## config.mk

```make
export PLATFORM = sky130hd
export DESIGN_NAME = xbus_seq
export DESIGN_NICKNAME = d
export VERILOG_FILES = /design/src/rtl/xbus_pkg.sv /design/src/rtl/xbus_addr_sel.sv /design/src/rtl/xbus_phase.sv /design/src/rtl/xbus_seq.sv
export SDC_FILE = /design/constraint.sdc
export NUM_CORES = 1
export LEC_CHECK = 0
export BUFFER_PORTS_ARGS = -buffer_cell sky130_fd_sc_hd__buf_2
export CAP_MARGIN = 15
export CORE_MARGIN = 2
export CORE_UTILIZATION = 45
export CTS_CLUSTER_SIZE = 25
export DETAILED_ROUTE_END_ITERATION = 16
export PLACE_DENSITY = 0.73
export SYNTH_ARGS = -nofsm -noshare
export SYNTH_HDL_FRONTEND = slang
export SYNTH_SLANG_ARGS = --single-unit
```

## constraint.sdc

```tcl
create_clock -name clk -period 2.05 [get_ports clk]
set_clock_uncertainty 0.1 [all_clocks]
set_input_delay 0.3075 -clock clk [delete_from_list [all_inputs] [get_ports clk]]
set_output_delay 0.3075 -clock clk [all_outputs]
set_load 0.01 [all_outputs]
```

## src/rtl/xbus_pkg.sv

```systemverilog
package xbus_pkg;
    typedef enum logic [2:0] {
        PH_IDLE,
        PH_ADDR,
        PH_HOLD,
        PH_SETUP,
        PH_STROBE,
        PH_GAP
    } phase_e;
endpackage

```

## src/rtl/xbus_addr_sel.sv

```systemverilog
module xbus_addr_sel #(
    parameter int ADDR_W = 16,
    parameter int DATA_W = 8,
    localparam int HI_W  = ADDR_W - DATA_W
) (
    input  logic              indirect,
    input  logic [ADDR_W-1:0] dptr,
    input  logic [DATA_W-1:0] rptr,
    output logic [DATA_W-1:0] lo,
    output logic [HI_W-1:0]   hi
);
    always_comb begin
        lo = indirect ? rptr : dptr[DATA_W-1:0];
        hi = dptr[ADDR_W-1:DATA_W];
    end
endmodule

```

## src/rtl/xbus_phase.sv

```systemverilog
module xbus_phase
    import xbus_pkg::*;
#(
    parameter int ALE_CYC    = 2,
    parameter int ALE_TO_STB = 3,
    parameter int STB_CYC    = 6,
    localparam int HOLD_CYC  = ALE_TO_STB - 1,
    localparam int CNT_W     = $clog2(ALE_CYC + HOLD_CYC + STB_CYC + 1)
) (
    input  logic   clk,
    input  logic   rst,
    input  logic   start,
    output phase_e phase,
    output logic   last,
    output logic   ready
);
    typedef struct packed {
        phase_e           ph;
        logic [CNT_W-1:0] cnt;
    } st_t;

    st_t s_q, s_d;

    always_comb begin
        unique case (s_q.ph)
            PH_ADDR:   last = (s_q.cnt == CNT_W'(ALE_CYC - 1));
            PH_HOLD:   last = (s_q.cnt == CNT_W'(HOLD_CYC - 1));
            PH_SETUP:  last = 1'b1;
            PH_STROBE: last = (s_q.cnt == CNT_W'(STB_CYC - 1));
            default:   last = 1'b0;
        endcase
        ready = (s_q.ph == PH_IDLE) || (s_q.ph == PH_GAP);
        phase = s_q.ph;
    end

    always_comb begin
        s_d     = s_q;
        s_d.cnt = s_q.cnt + 1'b1;
        unique case (s_q.ph)
            PH_IDLE, PH_GAP: begin
                s_d.cnt = '0;
                s_d.ph  = start ? PH_ADDR : PH_IDLE;
            end
            PH_ADDR: if (last) begin
                s_d.ph  = PH_HOLD;
                s_d.cnt = '0;
            end
            PH_HOLD: if (last) begin
                s_d.ph  = PH_SETUP;
                s_d.cnt = '0;
            end
            PH_SETUP: begin
                s_d.ph  = PH_STROBE;
                s_d.cnt = '0;
            end
            PH_STROBE: if (last) begin
                s_d.ph  = PH_GAP;
                s_d.cnt = '0;
            end
            default: begin
                s_d.ph  = PH_IDLE;
                s_d.cnt = '0;
            end
        endcase
    end

    always_ff @(posedge clk) begin
        if (rst) begin
            s_q.ph  <= PH_IDLE;
            s_q.cnt <= '0;
        end else begin
            s_q <= s_d;
        end
    end
endmodule

```

## src/rtl/xbus_seq.sv

```systemverilog
module xbus_seq
    import xbus_pkg::*;
#(
    parameter int ADDR_W     = 16,
    parameter int DATA_W     = 8,
    parameter int ALE_CYC    = 2,
    parameter int ALE_TO_STB = 3,
    parameter int STB_CYC    = 6,
    localparam int HI_W      = ADDR_W - DATA_W
) (
    input  logic              clk,
    input  logic              rst,
    input  logic              req_valid,
    input  logic              req_write,
    input  logic              req_indirect,
    input  logic [ADDR_W-1:0] req_dptr,
    input  logic [DATA_W-1:0] req_rptr,
    input  logic [DATA_W-1:0] req_wdata,
    output logic              ready,
    output logic              done,
    output logic [DATA_W-1:0] rdata,
    output logic              ale,
    output logic              rd_n,
    output logic              wr_n,
    output logic              psen_n,
    output logic [DATA_W-1:0] ad_out,
    output logic              ad_oe,
    input  logic [DATA_W-1:0] ad_in,
    output logic [HI_W-1:0]   a_hi
);
    typedef struct packed {
        logic              wr;
        logic [DATA_W-1:0] lo;
        logic [HI_W-1:0]   hi;
        logic [DATA_W-1:0] wd;
        logic [DATA_W-1:0] rd;
    } xfer_t;

    xfer_t  x_q, x_d;
    phase_e phase;
    logic   last;
    logic   start;
    logic [DATA_W-1:0] sel_lo;
    logic [HI_W-1:0]   sel_hi;

    assign start = req_valid && ready;

    xbus_addr_sel #(.ADDR_W(ADDR_W), .DATA_W(DATA_W)) u_sel (
        .indirect (req_indirect),
        .dptr     (req_dptr),
        .rptr     (req_rptr),
        .lo       (sel_lo),
        .hi       (sel_hi)
    );

    xbus_phase #(.ALE_CYC(ALE_CYC), .ALE_TO_STB(ALE_TO_STB), .STB_CYC(STB_CYC)) u_phase (
        .clk   (clk),
        .rst   (rst),
        .start (start),
        .phase (phase),
        .last  (last),
        .ready (ready)
    );

    always_comb begin
        x_d = x_q;
        if (start) begin
            x_d.wr = req_write;
            x_d.lo = sel_lo;
            x_d.hi = sel_hi;
            x_d.wd = req_wdata;
        end
        if (phase == PH_STROBE && last && !x_q.wr) begin
            x_d.rd = ad_in;
        end
    end

    always_ff @(posedge clk) begin
        if (rst) begin
            x_q <= '0;
        end else begin
            x_q <= x_d;
        end
    end

    always_comb begin
        ale    = (phase == PH_ADDR);
        rd_n   = !(phase == PH_STROBE && !x_q.wr);
        wr_n   = !(phase == PH_STROBE && x_q.wr);
        psen_n = 1'b1;
        ad_oe  = (phase == PH_ADDR) || (phase == PH_HOLD) ||
                 (x_q.wr && (phase == PH_SETUP || phase == PH_STROBE || phase == PH_GAP));
        ad_out = (phase == PH_ADDR || phase == PH_HOLD) ? x_q.lo : x_q.wd;
        a_hi   = x_q.hi;
        done   = (phase == PH_GAP);
        rdata  = x_q.rd;
    end
endmodule

```

Yosys cells after proc, flatten, opt, wreduce, memory -nomap -nowiden:

Cells that the tools add are included.

* register bits after elaboration: 40
* latch bits: 0
* memory bits (writable): 0
* ROM bits: 0
* input port bits: 45
* logic and storage cells: 44
* memories kept: 0

* add/subtract/negate cells: 1
* $mul: 0
* divide/modulo/power cells: 0
* order comparisons: 0
* equality and inequality tests: 10
* shift operators: 0
* multiplexer cells: 8
* bitwise logic cells: 0
* reductions and logical operators: 18

Operators with widths (count)
* one-hot mux 7 bit (5 select lines): 1
* two-way mux 7 bit: 3
* two-way mux 8 bit: 2
* equality test 3 x 2 -> 1 bit (second input constant): 2
* equality test 3 bit (second input constant): 2
* logical AND 1 bit: 6
* logical OR 1 bit: 5
* adder 4 x 1 -> 4 bit (second input constant): 1
* equality test 4 x 1 -> 1 bit (second input constant): 1
* equality test 4 x 3 -> 1 bit (second input constant): 1
* inequality test 2 bit (second input constant): 2
* OR reduction 2 bit: 2
* equality test 3 x 1 -> 1 bit (second input constant): 1
* logical NOT 1 bit: 3
* logical NOT 3 bit: 1
* one-hot mux 1 bit (3 select lines): 1
* AND reduction 3 bit: 1
* inequality test 2 x 1 -> 1 bit (second input constant): 1
* two-way mux 1 bit: 1

Longest topological paths before layout:

* depth in word-level cells: 5
* depth in mapped cells: 5
* mapped depth without buffers: 5

Hierarchy:

From an unflattened synthesis, not the netlist that was laid out.

* cell total of the unflattened synthesis: 253
* area, all modules: 2178.3 um^2

Modules (own cells, without submodules)
* xbus_seq: times used 1, cells an instance 183, area each 1524.0 um^2, seq. area each 660.6 um^2
* xbus_phase: times used 1, cells an instance 53, area each 462.9 um^2, seq. area each 140.1 um^2
* xbus_addr_sel: times used 1, cells an instance 17, area each 191.4 um^2, seq. area each 0.0 um^2

Least setup slack after synthesis:

OpenSTA, ideal clock, no wires.

* kind: reg2out
* from: reg u_phase.s_q (netlist bit u_phase.phase[1])
* to: out ad_oe
* data arrival time: 1325 ps
* required time: 1642 ps
* path slack: 318 ps
* stages on the path, launching flop included: 5
* path through: dfxtp_1 -> clkbuf_1 -> buf_1 -> nor3_1 -> a221oi_1

* longest elaborated chain between the ends: 5
* elaborated cells on any way between the ends: 10
* classes of those cells: eq/ne: 5; reduce/logical: 5

RTL lines
* from (decl): RTL line xbus_phase.sv:22 `st_t s_q, s_d;`
* equality test 3 x 2 -> 1 bit or equality test 3 bit (tied branches): RTL line xbus_seq.sv:92 `(x_q.wr && (phase == PH_SETUP || phase == PH_STROBE || phase == PH_GAP));`
* logical OR 1 bit (2 in a row): RTL line xbus_seq.sv:92
* logical AND 1 bit: RTL line xbus_seq.sv:92
* logical OR 1 bit (*): RTL line xbus_seq.sv:91 `ad_oe = (phase == PH_ADDR) || (phase == PH_HOLD) ||`
* to (decl): RTL line xbus_seq.sv:27 `output logic ad_oe,`

Mark *: on every way between the ends. The rest lies on a longest branch, timed or not.

Worst setup path in the final report:

* from: reg u_phase.s_q (netlist bit u_phase.phase[0])
* to: out ad_out[7]

* longest elaborated chain between the ends: 3
* elaborated cells on any way between the ends: 4
* classes of those cells: eq/ne: 2; mux: 1; reduce/logical: 1

RTL lines
* equality test 3 x 1 -> 1 bit or equality test 3 x 2 -> 1 bit (tied branches): RTL line xbus_seq.sv:93 `ad_out = (phase == PH_ADDR || phase == PH_HOLD) ? x_q.lo : x_q.wd;`
* logical OR 1 bit (*): RTL line xbus_seq.sv:93
* two-way mux 8 bit (*): RTL line xbus_seq.sv:93
* to (decl): RTL line xbus_seq.sv:26 `output logic [DATA_W-1:0] ad_out,`

Marked as above.

==> summary.txt <==
Run status
  – Outcome: completed

Timing
  – Worst slew margin: 0.2425
  – RSZ-0062 raised after global routing: true
  – Minimum clock period: 1.986 ns
  – Final setup violating endpoints: 0
  – Final Max Tran Viols: 0
  – Final hold violation count: 0
  – Setup TNS: 0 ns
  – Fin crit share: 0.9686
  – Hold WS: 0.1657 ns
  – Fmax: 0.5036 GHz
  – Worst Tran Pin Value: 1.131 ns

Logic synthesis
  – Number of synthesized flops with an enable pin: 0
  – Synth Instances: 235
  – Avg Cell Area, Syn: 9.248 um^2
  – YS warnings: 0
  – FFs w/ async S/R, synth: 0
  – Sequential area share after synthesis: 0.3685
  – Top FF cell, synth: dfxtp_1
  – Post-Syn Area: 2173 um^2
  – Synth Register Bits: 40
  – Unique masters post-synth: 43
  – Syn Nets: 282

Placement
  – Placed inst area: 2474 um^2
  – Number of port buffers: 74
  – HPWL after DPL: 3512 um
  – Placer Congestion: 0.7786

Clocking
  – Clock Path Buffers: 2
  – CTS Hold Buffers Added: 0
  – Clock slew at reported path FFs: 0.08 ns
  – CTS tree: done
  – Clk_lat worst skew: 0.29 ns
  – CTS buffer count: 5
  – Clock root cell: clkbuf_8
  – CTS H-tree lvls: 2
  – TritonCTS Sinks: 40

Setup path
  – CP Launch Type: flip-flop
  – CP endpoint kind: primary output
  – Worst path arrival time: 1.58 ns
  – Critical path peak fanout: 8
  – R2R depth: 3
  – Reg2Reg Setup Slack: 0.15 ns
  – Reg2reg start: u_phase.phase[0]
  – Reg2reg end: x_q[30]
  – Critical path type: flip-flop to primary output
  – Worst EP required: 1.64 ns

Worst hold path
  – Hold Crit Start: req_dptr[8]
  – Worst Hold Path EP: a_hi[0]
  – Hold depth: 3
  – Worst hold path type: primary input to flip-flop

Die
  – Ports placed on the boundary: 76
  – Site Rows: 25
  – Die width: 73.50 um
  – Initial Utilization: 0.4632
  – Die height: 73.50 um
  – Die ar.: 5402 um^2
  – Core area: 4692 um^2

GRT
  – Initial antenna violation count: 0
  – Largest net degree at the start of global routing: 26
  – First-pass GRT wire length: 7679 um
  – GR Overflow Total: 0
  – Vias in the first global route: 1,680
  – Total GRT Usage: 0.1779

Job
  – MaxCap Viol Count: 0

Cells and area
  – Layout cells sized above 1: 0.3841
  – ANT cells: 0
  – Area Growth Syn to Fin: 19.52%
  – Fin nets: 335
  – Design area: 2597 um^2

Pwr
  – Worst IR drop on VDD: 398.6 uV
  – Pwr/cell area: 714.4 nW/um^2
  – Leakage: 1.160 nW

Detailed routing
  – Drt pass-1 iters: 4
  – Drt total wl: 4887 um
  – Vias/cell: 5.507
  – Wire per inst: 14.25 um
  – First DRT Iteration DRCs: 92
  – DRC Markers: 0
  – Post-route ant nets: 0
  – Vias: 1,889
## timing repair
| item | in CTS | in global routing |
|---|---|---|
| buffers inserted | 0 | 0 |
| setup endpoints to repair | 8 | 8 |
| gates resized for setup | 1 | 3 |
| hold endpoints to repair | 0 | 0 |
| pin swaps | 1 | 1 |
## routing by layer
layer / track usage / vias to the layer above / wire, um
met5: 0 / - / 0
met4: 0.04040 / 0 / 27
met3: 0.04252 / 3 / 333
met2: 0.2728 / 81 / 2164
met1: 0.2527 / 855 / 2361
li1: - / 950 / -
## Yosys cell counts (2+ instances only)
cell	count	area share
nor2b_1	4	0.012
mux2i_1	17	0.078
nand4_1	17	0.049
nor3_1	6	0.014
nor3b_1	2	0.0069
ha_1	2	0.012
a31oi_1	9	0.026
nor2_1	2	0.0035
buf_4	19	0.066
buf_1	4	0.0069
a211oi_1	8	0.028
clkbuf_1	14	0.024
o31ai_1	17	0.059
dfxtp_1	40	0.37
xnor2_1	2	0.0081
mux2_2	8	0.041
inv_1	3	0.0052
nand2b_1	17	0.049
a21oi_1	19	0.044
buf_2	2	0.0046
## flip-flops by register name, summed over array words and instances (netlist names)
register / count
u_phase.phase: 3
u_phase.s_q: 4
a_hi: 8
rdata: 8
x_q: 17
## power by group
part	switching, mW	internal [mW]
clock	0.280	0.360
combinational	0.194	0.170
sequential	0.0303	0.822
total	0.504	1.35
## layout make-up
| type | count | area, um^2 |
|---|---|---|
| Clock buffer | 5 | 68.82 |
| Clock inverter | 3 | 42.54 |
| Fill cell | 420 | 2095 |
| Inverter | 4 | 15.01 |
| Multi-Input combinational cell | 152 | 1145 |
| Sequential cell | 40 | 805.8 |
| Tap cell | 54 | 67.56 |
| Timing Repair Buffer | 85 | 452.9 |
## cells in the final DEF (no fill, tap or decap), types with 2 or more instances in the layout
master    synthesis  routed
nand4_1          17      17
buf_4            19      11
ha_1              2       2
a21oi_1          19      19
inv_1             3       3
nor3b_1           2       2
nor2_1            2       2
nor3_1            6       6
clkbuf_8          0       5
nand2b_1         17      17
mux2_2            8       8
nor2b_1           4       4
mux2i_1          17      17
a31oi_1           9       9
xnor2_2           1       2
dfxtp_1          40      38
o31ai_1          17      17
a211oi_1          8       8
buf_2             2      74
## critical path: stages (launching register included)
cell and delay, ns:
dfxtp_4 0.38, xnor2_2 0.17, nor2_4 0.23, mux2_2 0.37
buf_2 0.14
## stage by stage
step / total power, mW / instances / util / setup WS [ns]
2_1_floorplan: 1.116 / 235 / - / 0.3177
3_5_place_dp: 1.228 / 335 / 0.5272 / 0.1464
6_report: 1.856 / 343 / 0.5536 / 0.06446
3_3_place_gp: 1.225 / 335 / 0.5272 / 0.2098
5_1_grt: 1.950 / 343 / 0.5536 / -0.02286
4_1_cts: 1.870 / 343 / 0.5512 / 0.005812
## worst max-delay path by stage
stage                                 from        end  cells past startpoint
final                     u_phase.phase[0]  ad_out[7]                      4
after global routing      u_phase.phase[0]  ad_out[0]                      4
after CTS                 u_phase.phase[0]  ad_out[7]                      4
after detailed placement  u_phase.phase[0]    x_q[30]                      3
after global placement    u_phase.phase[0]    x_q[28]                      3
after floorplan           u_phase.phase[1]      ad_oe                      4
## kinds of logic after synthesis
group,after synthesis,share of synthesized area
AO/OA/AOI/OAI,58,0.1762
XOR/XNOR,5,0.02706
adder cells (fa/ha/maj),2,0.01151
buffers and inverters,43,0.1082
flip-flops,40,0.3685
multiplexers,25,0.1197
other,1,0.001725
AND/OR/NAND/NOR,61,0.1871
(Power assumes the default switching activity.)
